===== src/rtl/conv_cfg_bank.sv =====
module conv_cfg_bank #(
  parameter int         NCH     = 2,
  parameter logic [1:0] GRADE   = 2'b01,
  parameter logic [7:0] CHIP_ID = 8'h32
) (
  input  logic             clk,
  input  logic             rst_n,
  input  logic [7:0]       addr,
  input  logic [7:0]       wdata,
  input  logic             wr_en,
  input  logic             rd_en,
  output logic [7:0]       rdata,
  output logic [2*NCH-1:0] pwr_mode,
  output logic [NCH-1:0]   pin_stby,
  output logic [3*NCH-1:0] test_pat,
  output logic [NCH-1:0]   pn_short_rst,
  output logic [NCH-1:0]   pn_long_rst,
  output logic [2:0]       clk_div,
  output logic             dcs_en
);
  localparam logic [NCH-1:0] SEL_ALL = '1;

  logic           lsb_first;
  logic [NCH-1:0] ch_sel;
  logic           dcs_m, dcs_s;
  logic [2:0]     div_m, div_s;
  logic [3*NCH-1:0] pwr_m_all;
  logic [5*NCH-1:0] tst_m_all;
  logic [7:0]     rval;

  wire srst = wr_en && addr == 8'h00 && (wdata[5] || wdata[2]);
  wire xfer = wr_en && addr == 8'hFF && wdata[0];

  always_ff @(posedge clk or negedge rst_n)
    if (!rst_n) begin
      lsb_first <= 1'b0; ch_sel <= SEL_ALL;
      dcs_m <= 1'b1; dcs_s <= 1'b1; div_m <= '0; div_s <= '0;
    end else if (srst) begin
      lsb_first <= 1'b0; ch_sel <= SEL_ALL;
      dcs_m <= 1'b1; dcs_s <= 1'b1; div_m <= '0; div_s <= '0;
    end else begin
      if (wr_en && addr == 8'h00) lsb_first <= wdata[6] | wdata[1];
      if (wr_en && addr == 8'h05) ch_sel <= wdata[NCH-1:0];
      if (wr_en && addr == 8'h09) dcs_m <= wdata[0];
      if (wr_en && addr == 8'h0B) div_m <= wdata[2:0];
      if (xfer) begin dcs_s <= dcs_m; div_s <= div_m; end
    end

  assign clk_div = div_s;
  assign dcs_en  = dcs_s | (div_s != 3'd0);

  for (genvar c = 0; c < NCH; c++) begin : g_ch
    logic [2:0] pwr_m, pwr_s;
    logic [4:0] tst_m, tst_s;
    always_ff @(posedge clk or negedge rst_n)
      if (!rst_n) begin
        pwr_m <= '0; pwr_s <= '0; tst_m <= '0; tst_s <= '0;
      end else if (srst) begin
        pwr_m <= '0; pwr_s <= '0; tst_m <= '0; tst_s <= '0;
      end else begin
        if (wr_en && addr == 8'h08 && ch_sel[c]) pwr_m <= {wdata[5], wdata[1:0]};
        if (wr_en && addr == 8'h0D && ch_sel[c]) tst_m <= {wdata[5:4], wdata[2:0]};
        if (xfer) begin pwr_s <= pwr_m; tst_s <= tst_m; end
      end
    assign pwr_m_all[3*c +: 3] = pwr_m;
    assign tst_m_all[5*c +: 5] = tst_m;
    assign pwr_mode[2*c +: 2]  = pwr_s[1:0];
    assign pin_stby[c]         = pwr_s[2];
    assign test_pat[3*c +: 3]  = tst_s[2:0];
    assign pn_short_rst[c]     = tst_s[3];
    assign pn_long_rst[c]      = tst_s[4];
  end

  always_comb begin
    logic       found;
    logic [2:0] pw;
    logic [4:0] ts;
    found = 1'b0; pw = '0; ts = '0;
    for (int c = 0; c < NCH; c++)
      if (ch_sel[c] && !found) begin
        found = 1'b1;
        pw = pwr_m_all[3*c +: 3];
        ts = tst_m_all[5*c +: 5];
      end
    case (addr)
      8'h00:   rval = {1'b0, lsb_first, 3'b011, 1'b0, lsb_first, 1'b0};
      8'h01:   rval = CHIP_ID;
      8'h02:   rval = {2'b00, GRADE, 4'b0000};
      8'h05:   rval = {{(8-NCH){1'b0}}, ch_sel};
      8'h08:   rval = {2'b00, pw[2], 3'b000, pw[1:0]};
      8'h09:   rval = {7'd0, dcs_m};
      8'h0B:   rval = {5'd0, div_m};
      8'h0D:   rval = {2'b00, ts[4:3], 1'b0, ts[2:0]};
      default: rval = 8'h00;
    endcase
  end

  always_ff @(posedge clk or negedge rst_n)
    if (!rst_n)     rdata <= 8'h00;
    else if (rd_en) rdata <= rval;


  a_r4_fixed_id: assert property (@(posedge clk) disable iff (!rst_n)
    rd_en && addr == 8'h01 |=> rdata == CHIP_ID);


  a_r2_unmapped_zero: assert property (@(posedge clk) disable iff (!rst_n)
    rd_en && !(addr inside {8'h00, 8'h01, 8'h02, 8'h05, 8'h08, 8'h09, 8'h0B, 8'h0D}) |=> rdata == 8'h00);

  // live outputs move only after a commit or a soft reset
  a_r8_hold_until_commit: assert property (@(posedge clk) disable iff (!rst_n)
    !(wr_en && (addr == 8'hFF || addr == 8'h00)) |=>
      $stable(pwr_mode) && $stable(pin_stby) && $stable(test_pat) && $stable(pn_short_rst)
      && $stable(pn_long_rst) && $stable(clk_div) && $stable(dcs_en));


  a_r12_soft_reset: assert property (@(posedge clk) disable iff (!rst_n)
    srst |=> dcs_en && clk_div == 3'd0 && pwr_mode == '0 && test_pat == '0
             && pin_stby == '0 && pn_short_rst == '0 && pn_long_rst == '0);


  a_r10_div_forces_dcs: assert property (@(posedge clk) disable iff (!rst_n)
    xfer && div_m != 3'd0 |=> dcs_en);
endmodule


===== config.mk =====
export PLATFORM = sky130hd
export DESIGN_NAME = conv_cfg_bank
export DESIGN_NICKNAME = d
export VERILOG_FILES = /design/src/rtl/conv_cfg_bank.sv
export SDC_FILE = /design/constraint.sdc
export NUM_CORES = 1
export LEC_CHECK = 0
export BUFFER_PORTS_ARGS = -buffer_cell sky130_fd_sc_hd__clkbuf_2
export CAP_MARGIN = 10
export CORE_MARGIN = 10
export CORE_UTILIZATION = 40
export CTS_CLUSTER_DIAMETER = 200
export DETAILED_ROUTE_END_ITERATION = 10
export PLACE_DENSITY_LB_ADDON = 0.1
export SYNTH_ARGS = -nofsm -noshare
export SYNTH_HDL_FRONTEND = slang
export SYNTH_SLANG_ARGS = --single-unit

===== constraint.sdc =====
create_clock -name clk -period 1.5 [get_ports clk]
set_input_delay 0.15 -clock clk [delete_from_list [all_inputs] [get_ports clk]]
set_output_delay 0.15 -clock clk [all_outputs]
set_load 0.02 [all_outputs]

==> out/results.txt, run 1 <==
Syn_nets - 291
Vias in the first global route - 2286
Syn Area/Cell - 9.38 um^2
Status - finished, violations left
CP endpoint kind - primary output
DP Cell Count - 408
Share of layout cells above drive strength 1 - 40.3%
Slew Limit Fails - 0
Largest net degree at the start of global routing - 51
FP Rows - 28
DRC Markers - 0
Worst setup SP type - flip-flop
Die Ht - 99.7 um
Routed Antenna Nets - 0
Routing usage on met2 - 23.9%
Nets - 369
Synth-to-layout area growth - 36.0%
Final GP Congestion - 0.866
GR Layer Usage met1 - 19.0%
Number of fill cells - 551
Post-synthesis cell area - 2540 um^2
Clk_lat worst skew - 300 ps
Min Tclk post-route - 1530 ps
Worst setup margin - -28.1 ps
Multi-input combinational cell area - 1280 um^2
Commonest non-fill, non-tap cell in the layout - nand2_1
Max-Cap Viols - 0
Most frequent cells in the layout - nand2_1 (51), dfrtp_1 (46), clkbuf_2 (43)
ANT cells - 0
Total I/O pin count - 48
Synth unique cells - 45
Ys async rst share - 100%
All-Layer GR Usage - 14.7%
GRT Residual Overflow - 0
First-pass GRT wire length - 12.0 mm
Max rail drop VDD - 0.506 mV
Final WL - 7.11 mm
Critical path class - flip-flop to primary output
DPL Wire Length - 5.22 mm
Hold Path Class - primary input to flip-flop
Total CTS buffers - 5
Crit path DAT - 1380 ps
CTS tree - done
Largest fanout on the critical path - 2
Layout Cells excl Fill - 425
Final hold violation count - 0
Gr busiest metal - met2
RSZ-0062 raised after global routing - yes
Cells after Synth - 271
Clock Tree Buf Depth - 2
Register area share after synthesis - 49.4%
Setup violators final - 1
Failing checks - negative setup slack
Post-synth EDFFs - 0
Num Clock Sinks - 50
Root buffer cell - clkbuf_8
Clock Skew - 6.73 ps
Pre-antenna DRT Iters - 4
Setup TNS - -28.1 ps
Post-synthesis register bit count - 50
Met3 Use GR - 3.18%
DIE AREA - 9950 um^2
Highest clock rate - 654 MHz
Pwr dens - 762 nW/um^2
Initial core utilization - 41.9%
Initial antenna violation count - 0
Synth Flop Type - dfrtp_1
Final Cycle Share - 102%
Register Area - 1260 um^2
Via count - 2222
Static Leakage - 1.58 nW
CTS clk-pin slew, worst paths - 90 ps
Core area - 6060 um^2
CTS H-tree lvls - 2
WP data required - 1350 ps
Port Buf Inserts - 44
Die X - 99.7 um
Via density per instance - 5.23
Initial DRC count - 101
WL per Instance - 16.7 um
Synth Warn # - 0
-- power breakdown --
group / internal (mW) / total (mW) / switching, mW
clock: 0.424 / 0.880 / 0.456
sequential: 1.38 / 1.41 / 0.0279
combinational: 0.154 / 0.348 / 0.194
-- cell usage after synthesis, types with 5 or more instances --
cell	number	share of area [%]
a21oi_1	24	4.7
buf_2	5	0.98
clkbuf_1	12	1.8
dfrtp_1	46	45
inv_1	10	1.5
mux2i_1	15	5.9
nand2_1	54	8.0
nand3_1	9	1.8
nand4_1	5	1.2
nor2_1	15	2.2
nor3_1	5	0.98
o21ai_0	9	1.8
-- flip-flops by register name, summed over array words and instances, names as in the netlist --
register,count
g_ch.pwr_s,6
g_ch.pwr_m,6
div_m,3
lsb_first,1
clk_div,3
ch_sel,2
g_ch.tst_s,10
rdata,7
g_ch.tst_m,10
dcs_m,1
dcs_s,1
-- path summary, 6_finish.rpt --
| path | depth (start not counted) | from | slack [ps] | endpoint |
|---|---|---|---|---|
| setup / recovery | 2 | dcs_s | -30 | dcs_en |
| hold / removal | 3 | wdata[6] | 100 | lsb_first |
| setup reg to reg | 5 | ch_sel[0] | 30 | rdata[2] |
| hold reg to reg | 2 | g_ch[1].tst_s[4] | 520 | g_ch[1].tst_s[4] |
| max in group asynchronous | 3 | rst_n | 830 | dcs_s |
| min in group asynchronous | 3 | rst_n | 380 | g_ch[1].pwr_s[2] |
-- per-layer routing --
| metal | routed length [um] | vias to the layer above |
|---|---|---|
| li1 | - | 1100 |
| met1 | 3240 | 1068 |
| met2 | 3430 | 46 |
| met3 | 349 | 8 |
| met4 | 91 | 0 |
| met5 | 0 | - |
-- cell families after synthesis --
family | synth area share, %
multiplexers | 5.91
buffers and inverters | 5.41
AO/OA/AOI/OAI | 13.5
AND/OR/NAND/NOR | 25.3
flip-flops | 49.4
other | 0.147
XOR/XNOR | 0.345
-- critical path, cell delays in order, from the launching register on --
cell     delay [ps]
dfstp_2         390
or4_4           540
buf_8           150
-- per-stage QoR --
| step | hold WS [ps] | worst slack, ps | cell area (um^2) | power [mW] | utilization [%] |
|---|---|---|---|---|---|
| after floorplan | -146 | -91.6 | 2620 | 1.58 | - |
| after global placement | 166 | -242 | 3170 | 1.73 | 52.3 |
| after detailed placement | 167 | -282 | 3170 | 1.74 | 52.3 |
| after CTS | 99.3 | -51.2 | 3350 | 2.65 | 55.3 |
| after global routing | 110 | -64.0 | 3460 | 2.76 | 57.1 |
| final | 98.1 | -28.1 | 3460 | 2.64 | 57.1 |
-- area by class of cell --
cell class / count / share of cell area [%]
Multi-Input combinational cell: 190 / 37.1
Sequential cell: 50 / 36.3
Timing Repair Buffer: 92 / 19.8
Clock buffer: 7 / 2.79
Tap cell: 75 / 2.71
Inverter: 10 / 1.09
Clock inverter: 1 / 0.253
-- what timing repair did --
action | CTS | global route
pin swaps | 3 | 10
endpoints found under the setup margin | 9 | 19
hold buffers | 1 | 0
gates resized for setup | 9 | 19
buffers inserted | 4 | 4
hold endpoints to repair | 46 | 0
Power figures use the tool's default switching activity.
==> run 2: changes to the inputs <==
--- a/config.mk
+++ b/config.mk
@@ -11,6 +11,7 @@
 export CORE_UTILIZATION = 40
 export CTS_CLUSTER_DIAMETER = 200
 export DETAILED_ROUTE_END_ITERATION = 10
+export MAX_ROUTING_LAYER = met4
 export PLACE_DENSITY_LB_ADDON = 0.1
 export SYNTH_ARGS = -nofsm -noshare
 export SYNTH_HDL_FRONTEND = slang
==> constraint.sdc (replaced) <==
create_clock -name clk -period 1.91 [get_ports clk]
set_input_delay 0.191 -clock clk [delete_from_list [all_inputs] [get_ports clk]]
set_output_delay 0.191 -clock clk [all_outputs]
set_load 0.02 [all_outputs]
==> out/results.txt, run 2 (synthesis gave the netlist of run 1 again) <==
Status - finished, violations left (unchanged)
Failing checks - negative hold slack (was negative setup slack)
CP endpoint kind - flip-flop (was primary output)
Top Registers - g_ch.tst_m x10, g_ch.tst_s x10, rdata x7 (unchanged)
DRC Markers - 0 (unchanged)
Routed Antenna Nets - 0 (unchanged)
All-Layer GR Usage - 13.9% (was 14.7%)
Largest net degree at the start of global routing - 51 (unchanged)
Min Tclk post-route - 1720 ps
Nets - 338 (was 369)
Setup violators final - 0 (was 1)
Highest clock rate - 580 MHz
Number of fill cells - 627 (was 551)
Finished Core Util - 49.3% (was 57.1%)
GRT Residual Overflow - 0 (unchanged)
WL per Instance - 16.8 um (was 16.7 um)
Register Area - 1260 um^2 (unchanged)
Pre-antenna DRT Iters - 4 (unchanged)
Commonest non-fill, non-tap cell in the layout - nand2_1 (unchanged)
Final WL - 6.62 mm (was 7.11 mm)
Port Buf Inserts - 44 (unchanged)
Die X - 99.7 um (unchanged)
Via count - 2119 (was 2222)
Multi-input combinational cell area - 1150 um^2 (was 1280 um^2)
CTS tree - done (unchanged)
Initial core utilization - 41.9% (unchanged)
Static Leakage - 1.37 nW (was 1.58 nW)
Clock Skew - 13.1 ps (was 6.73 ps)
Pwr dens - 646 nW/um^2 (was 762 nW/um^2)
Worst R2R Path Depth - 5 (unchanged)
Sw Ratio - 27.0% (was 25.7%)
DPL Wire Length - 4.90 mm (was 5.22 mm)
Final Cell Area - 2990 um^2 (was 3460 um^2)
Slew HR - 52.4%
Total CTS buffers - 5 (unchanged)
Int Power - 1.41 mW (was 1.96 mW)
Vias in the first global route - 2127 (was 2286)
Clock Tree Buf Depth - 2 (unchanged)
Final GP Congestion - 0.829 (was 0.866)
Core area - 6060 um^2 (unchanged)
First-pass GRT wire length - 11.0 mm (was 12.0 mm)
Synth-to-layout area growth - 17.6% (was 36.0%)
Placed Area - 2900 um^2 (was 3170 um^2)
Comb power frac - 9.6% (was 13.2%)
Reg power frac - 57.6% (was 53.4%)
Max rail drop VDD - 0.365 mV (was 0.506 mV)
Initial antenna violation count - 0 (unchanged)
WHS - -19.5 ps (was 98.1 ps)
Slew Limit Fails - 0 (unchanged)
Total I/O pin count - 48 (unchanged)
Die Ht - 99.7 um (unchanged)
Critical path class - flip-flop to flip-flop (was flip-flop to primary output)
Worst Tran Pin Value - 714 ps
Share of layout cells above drive strength 1 - 27.0% (was 40.3%)
Switching Power - 521 uW (was 678 uW)
RSZ-0062 raised after global routing - no (was yes)
Crit path DAT - 1940 ps (was 1380 ps)
ANT cells - 0 (unchanged)
Initial DRC count - 95 (was 101)
Final hold violation count - 39 (was 0)
WP data required - 2130 ps (was 1350 ps)
Tot Pwr - 1.93 mW (was 2.64 mW)
Root buffer cell - clkbuf_8 (unchanged)
DIE AREA - 9950 um^2 (unchanged)
Via density per instance - 5.38 (was 5.23)
FP Rows - 28 (unchanged)
Final Cycle Share - 90.2%
Clock power share - 32.8% (was 33.4%)
Hold Path Class - primary input to async pin (was primary input to flip-flop)
Max-Cap Viols - 0 (unchanged)
Worst setup SP type - flip-flop (unchanged)
Num Clock Sinks - 50 (unchanged)
Most frequent cells in the layout - nand2_1 (54), dfrtp_1 (46), clkbuf_2 (44) (was nand2_1 (51), dfrtp_1 (46), clkbuf_2 (43))
Clk_lat worst skew - 310 ps (was 300 ps)
CTS H-tree lvls - 2 (unchanged)
Postcts setup bufs - 0 (was 4)
Largest fanout on the critical path - 17 (was 2)
CTS clk-pin slew, worst paths - 100 ps (was 90 ps)
run 2: changes by cell type in the layout (fill, tap and decap cells not counted), moves of 3 or more:
cell,previous run,this run
buf_4,37,16
buf_6,4,0
nand2_1,51,54
o21ai_1,4,0
a21oi_2,10,0
o21ai_0,4,9
buf_12,6,1
a21oi_1,14,24
run 2: cell type report:
type / count / area share (%)
tap: 75 / 3.14
sequential: 50 / 42.0
clock buffer: 6 / 2.43
multi-input combinational: 190 / 38.6
timing repair buffer: 61 / 12.1
clock inverter: 2 / 0.460
inverter: 10 / 1.26
run 2: path summary, 6_finish.rpt:
check                      startpoint          endpoint  slack (ps)
max                         ch_sel[0]          rdata[5]         190
min                             rst_n  g_ch[1].tst_s[2]         -20
max reg2reg                 ch_sel[0]          rdata[5]         190
min reg2reg                     dcs_s             dcs_s         500
max in group asynchronous       rst_n          rdata[1]        1500
min in group clk             wdata[4]  g_ch[1].tst_m[3]         130
run 2: stage by stage:
stage	setup WS, ps	setup TNS, ps	std cells	hold slack (ps)
after floorplan	178	0	271	-105
after global placement	-87.8	-87.8	386	340
after detailed placement	-93.5	-93.5	386	344
after CTS	81.6	0	394	5.10
after global routing	69.8	0	394	27.3
final	186	0	394	-19.5
run 2: repair_timing:
action,in CTS,in global routing
gates resized for setup,0,1
hold buffers,0,0
setup endpoints to repair,0,1
run 2: layer usage:
layer | global-route usage (%) | share of wire [%]
met1 | 18.1 | 49
met2 | 20.3 | 45
met3 | 4.01 | 4.7
met4 | 4.19 | 2.1
met5 | - | 0
run 2: critical path: stages (launching register included):
cell       delay (ps)
dfstp_2           710
nand2_1            90
a2111oi_1         470
buf_4             190
nand4_1            80
o221ai_1           80
run 2: power by group through the flow:
stage / Sequential [mW] / Combinational [mW] / Clock, mW
finish: 1.11 / 0.186 / 0.634
global route: 1.12 / 0.206 / 0.690
CTS: 1.11 / 0.188 / 0.645
global placement: 1.13 / 0.187 / 0
floorplan: 1.12 / 0.110 / 0
detailed placement: 1.13 / 0.188 / 0
==> run 3: changes to the inputs <==
--- a/config.mk
+++ b/config.mk
@@ -11,6 +11,8 @@
 export CORE_UTILIZATION = 40
 export CTS_CLUSTER_DIAMETER = 200
 export DETAILED_ROUTE_END_ITERATION = 10
+export GPL_ROUTABILITY_DRIVEN = 0
+export HOLD_SLACK_MARGIN = 0.08
 export MAX_ROUTING_LAYER = met4
 export PLACE_DENSITY_LB_ADDON = 0.1
 export SYNTH_ARGS = -nofsm -noshare
==> out/results.txt, run 3 (synthesis gave the netlist of run 1 again) <==
Status - finished, final reports clean (was finished, violations left)
Min Tclk post-route - 1720 ps (about the same)
Die Ht - 99.7 um (unchanged)
All-Layer GR Usage - 13.9% (unchanged)
RSZ-0062 raised after global routing - no (unchanged)
Critical Path Start - ch_sel[0] (unchanged)
Final Cycle Share - 89.9% (was 90.2%)
Commonest non-fill, non-tap cell in the layout - nand2_1 (unchanged)
DRC Markers - 0 (unchanged)
Final WL - 6.65 mm (was 6.62 mm)
Worst R2R Path Depth - 5 (unchanged)
Via density per instance - 5.38 (about the same)
Hold Path Class - primary input to flip-flop (was primary input to async pin)
CTS clk-pin slew, worst paths - 100 ps (about the same)
Static Leakage - 1.38 nW (was 1.37 nW)
Initial DRC count - 78 (was 95)
Highest clock rate - 583 MHz (was 580 MHz)
Buf+Inv Stages, Crit Path - 1 (unchanged)
Reg-to-reg slack, setup - 190 ps (about the same)
Critical path class - flip-flop to flip-flop (unchanged)
Core area - 6060 um^2 (unchanged)
Postcts setup bufs - 0 (unchanged)
CTS H-tree lvls - 2 (unchanged)
Synth-to-layout area growth - 18.0% (was 17.6%)
Initial core utilization - 41.9% (unchanged)
GRT Residual Overflow - 0 (unchanged)
Worst Tran Pin Value - 714 ps (about the same)
Pwr dens - 644 nW/um^2 (was 646 nW/um^2)
First-pass GRT wire length - 11.0 mm (unchanged)
Die X - 99.7 um (unchanged)
DPL Wire Length - 4.90 mm (unchanged)
RR Startpoint - ch_sel[0] (unchanged)
Reg-to-Reg End - rdata[5] (unchanged)
Nets - 339 (was 338)
Clock Skew - 12.7 ps (was 13.1 ps)
Via count - 2126 (was 2119)
Share of layout cells above drive strength 1 - 26.9% (was 27.0%)
Vias in the first global route - 2127 (unchanged)
Worst setup margin - 194 ps (was 186 ps)
DP Cell Count - 386 (unchanged)
Worst path max stage delay - 710 ps (about the same)
Finished Core Util - 49.5% (was 49.3%)
Largest net degree at the start of global routing - 51 (unchanged)
Routed Antenna Nets - 0 (unchanged)
Setup violators final - 0 (unchanged)
FP Rows - 28 (unchanged)
CP endpoint kind - flip-flop (unchanged)
Worst path depth - 5 (unchanged)
Clock Tree Buf Depth - 2 (unchanged)
DIE AREA - 9950 um^2 (unchanged)
Pre-antenna DRT Iters - 4 (unchanged)
Clk_lat worst skew - 310 ps (about the same)
Slowest-stage cell, CP - dfstp_2 (unchanged)
WL per Instance - 16.8 um (about the same)
Top Registers - g_ch.tst_m x10, g_ch.tst_s x10, rdata x7 (unchanged)
Setup TNS - 0 ps (unchanged)
Crit path DAT - 1940 ps (about the same)
Max-Cap Viols - 0 (unchanged)
DP Worst Slack - -93.5 ps (unchanged)
Root buffer cell - clkbuf_8 (unchanged)
Worst Hold Path Cells - 3
Slew Limit Fails - 0 (unchanged)
Max rail drop VDD - 0.365 mV (about the same)
Largest fanout on the critical path - 17 (unchanged)
Port Buf Inserts - 44 (unchanged)
Worst setup SP type - flip-flop (unchanged)
Slew HR - 52.4% (about the same)
Critical Path Sink - rdata[5] (unchanged)
Worst-path cell chain - nand2_1 > a2111oi_1 > buf_4 > nand4_1 > o221ai_1 (unchanged)
Num Clock Sinks - 50 (unchanged)
CTS tree - done (unchanged)
Final hold violation count - 0 (was 39)
Total I/O pin count - 48 (unchanged)
Layout Cells excl Fill - 395 (was 394)
WP data required - 2130 ps (about the same)
Total CTS buffers - 5 (unchanged)
Initial antenna violation count - 0 (unchanged)
Most frequent cells in the layout - nand2_1 (54), dfrtp_1 (46), clkbuf_2 (44) (unchanged)
Family with the most delay on the worst path - flip-flops (unchanged)
ANT cells - 0 (unchanged)
==> run 3: changes by cell type in the layout (fill, tap and decap cells not counted) <==
cell and change:
dlygate4sd3_1 +1
==> run 3: worst min-delay path by stage <==
stage                  start  slack, ps               end
CTS                 wdata[4]        140  g_ch[1].tst_m[3]
detailed placement     rst_n        340  g_ch[1].tst_s[2]
global placement       rst_n        340  g_ch[1].tst_s[2]
floorplan              rst_n       -100        clk_div[0]
global route        wdata[4]        150  g_ch[0].tst_m[3]
finish              wdata[4]        130  g_ch[1].tst_m[3]
==> run 3: per-layer routing <==
layer  vias up  GRT usage [%]  share of wire (%)
met1      1032           18.1                 49
li1       1042              -                  -
met3        10           4.01                4.1
met4         0           4.19                1.8
met2        42           20.3                 45
met5         -              -                  0
==> run 3: through the flow <==
stage | area, um^2 | hold WS, ps | power, mW
2_1_floorplan | 2540 | -105 | 1.23
3_3_place_gp | 2900 | 340 | 1.32
3_5_place_dp | 2900 | 344 | 1.32
4_1_cts | 3000 | 137 | 1.95
5_1_grt | 3000 | 150 | 2.01
6_report | 3000 | 134 | 1.93
==> run 3: power breakdown <==
group	leakage [nW]	internal, mW	switching (mW)	total [mW]
registers	0.673	1.08	0.0268	1.11
clock network	0.0456	0.262	0.369	0.631
logic	0.660	0.0654	0.123	0.188
==> run 3: area by class of cell <==
class | instances | area, um^2
well taps | 75 | 93.8
repair buffers | 62 | 370
fillers | 626 | 3060
clock buffers | 6 | 72.6
clock inverters | 2 | 13.8
inverters | 10 | 37.5
flip-flops and latches | 50 | 1260
multi-input cells | 190 | 1150
==> run 3: worst min-delay path: stages <==
cell	delay, ps
clkbuf_2	90
mux2i_1	60
nor2_1	80
==> run 3: repair_timing <==
item / CTS / global route
resized for setup: 0 / 1
endpoints found under the hold margin: 46 / 0
hold buffers: 1 / 0
endpoints found under the setup margin: 0 / 1
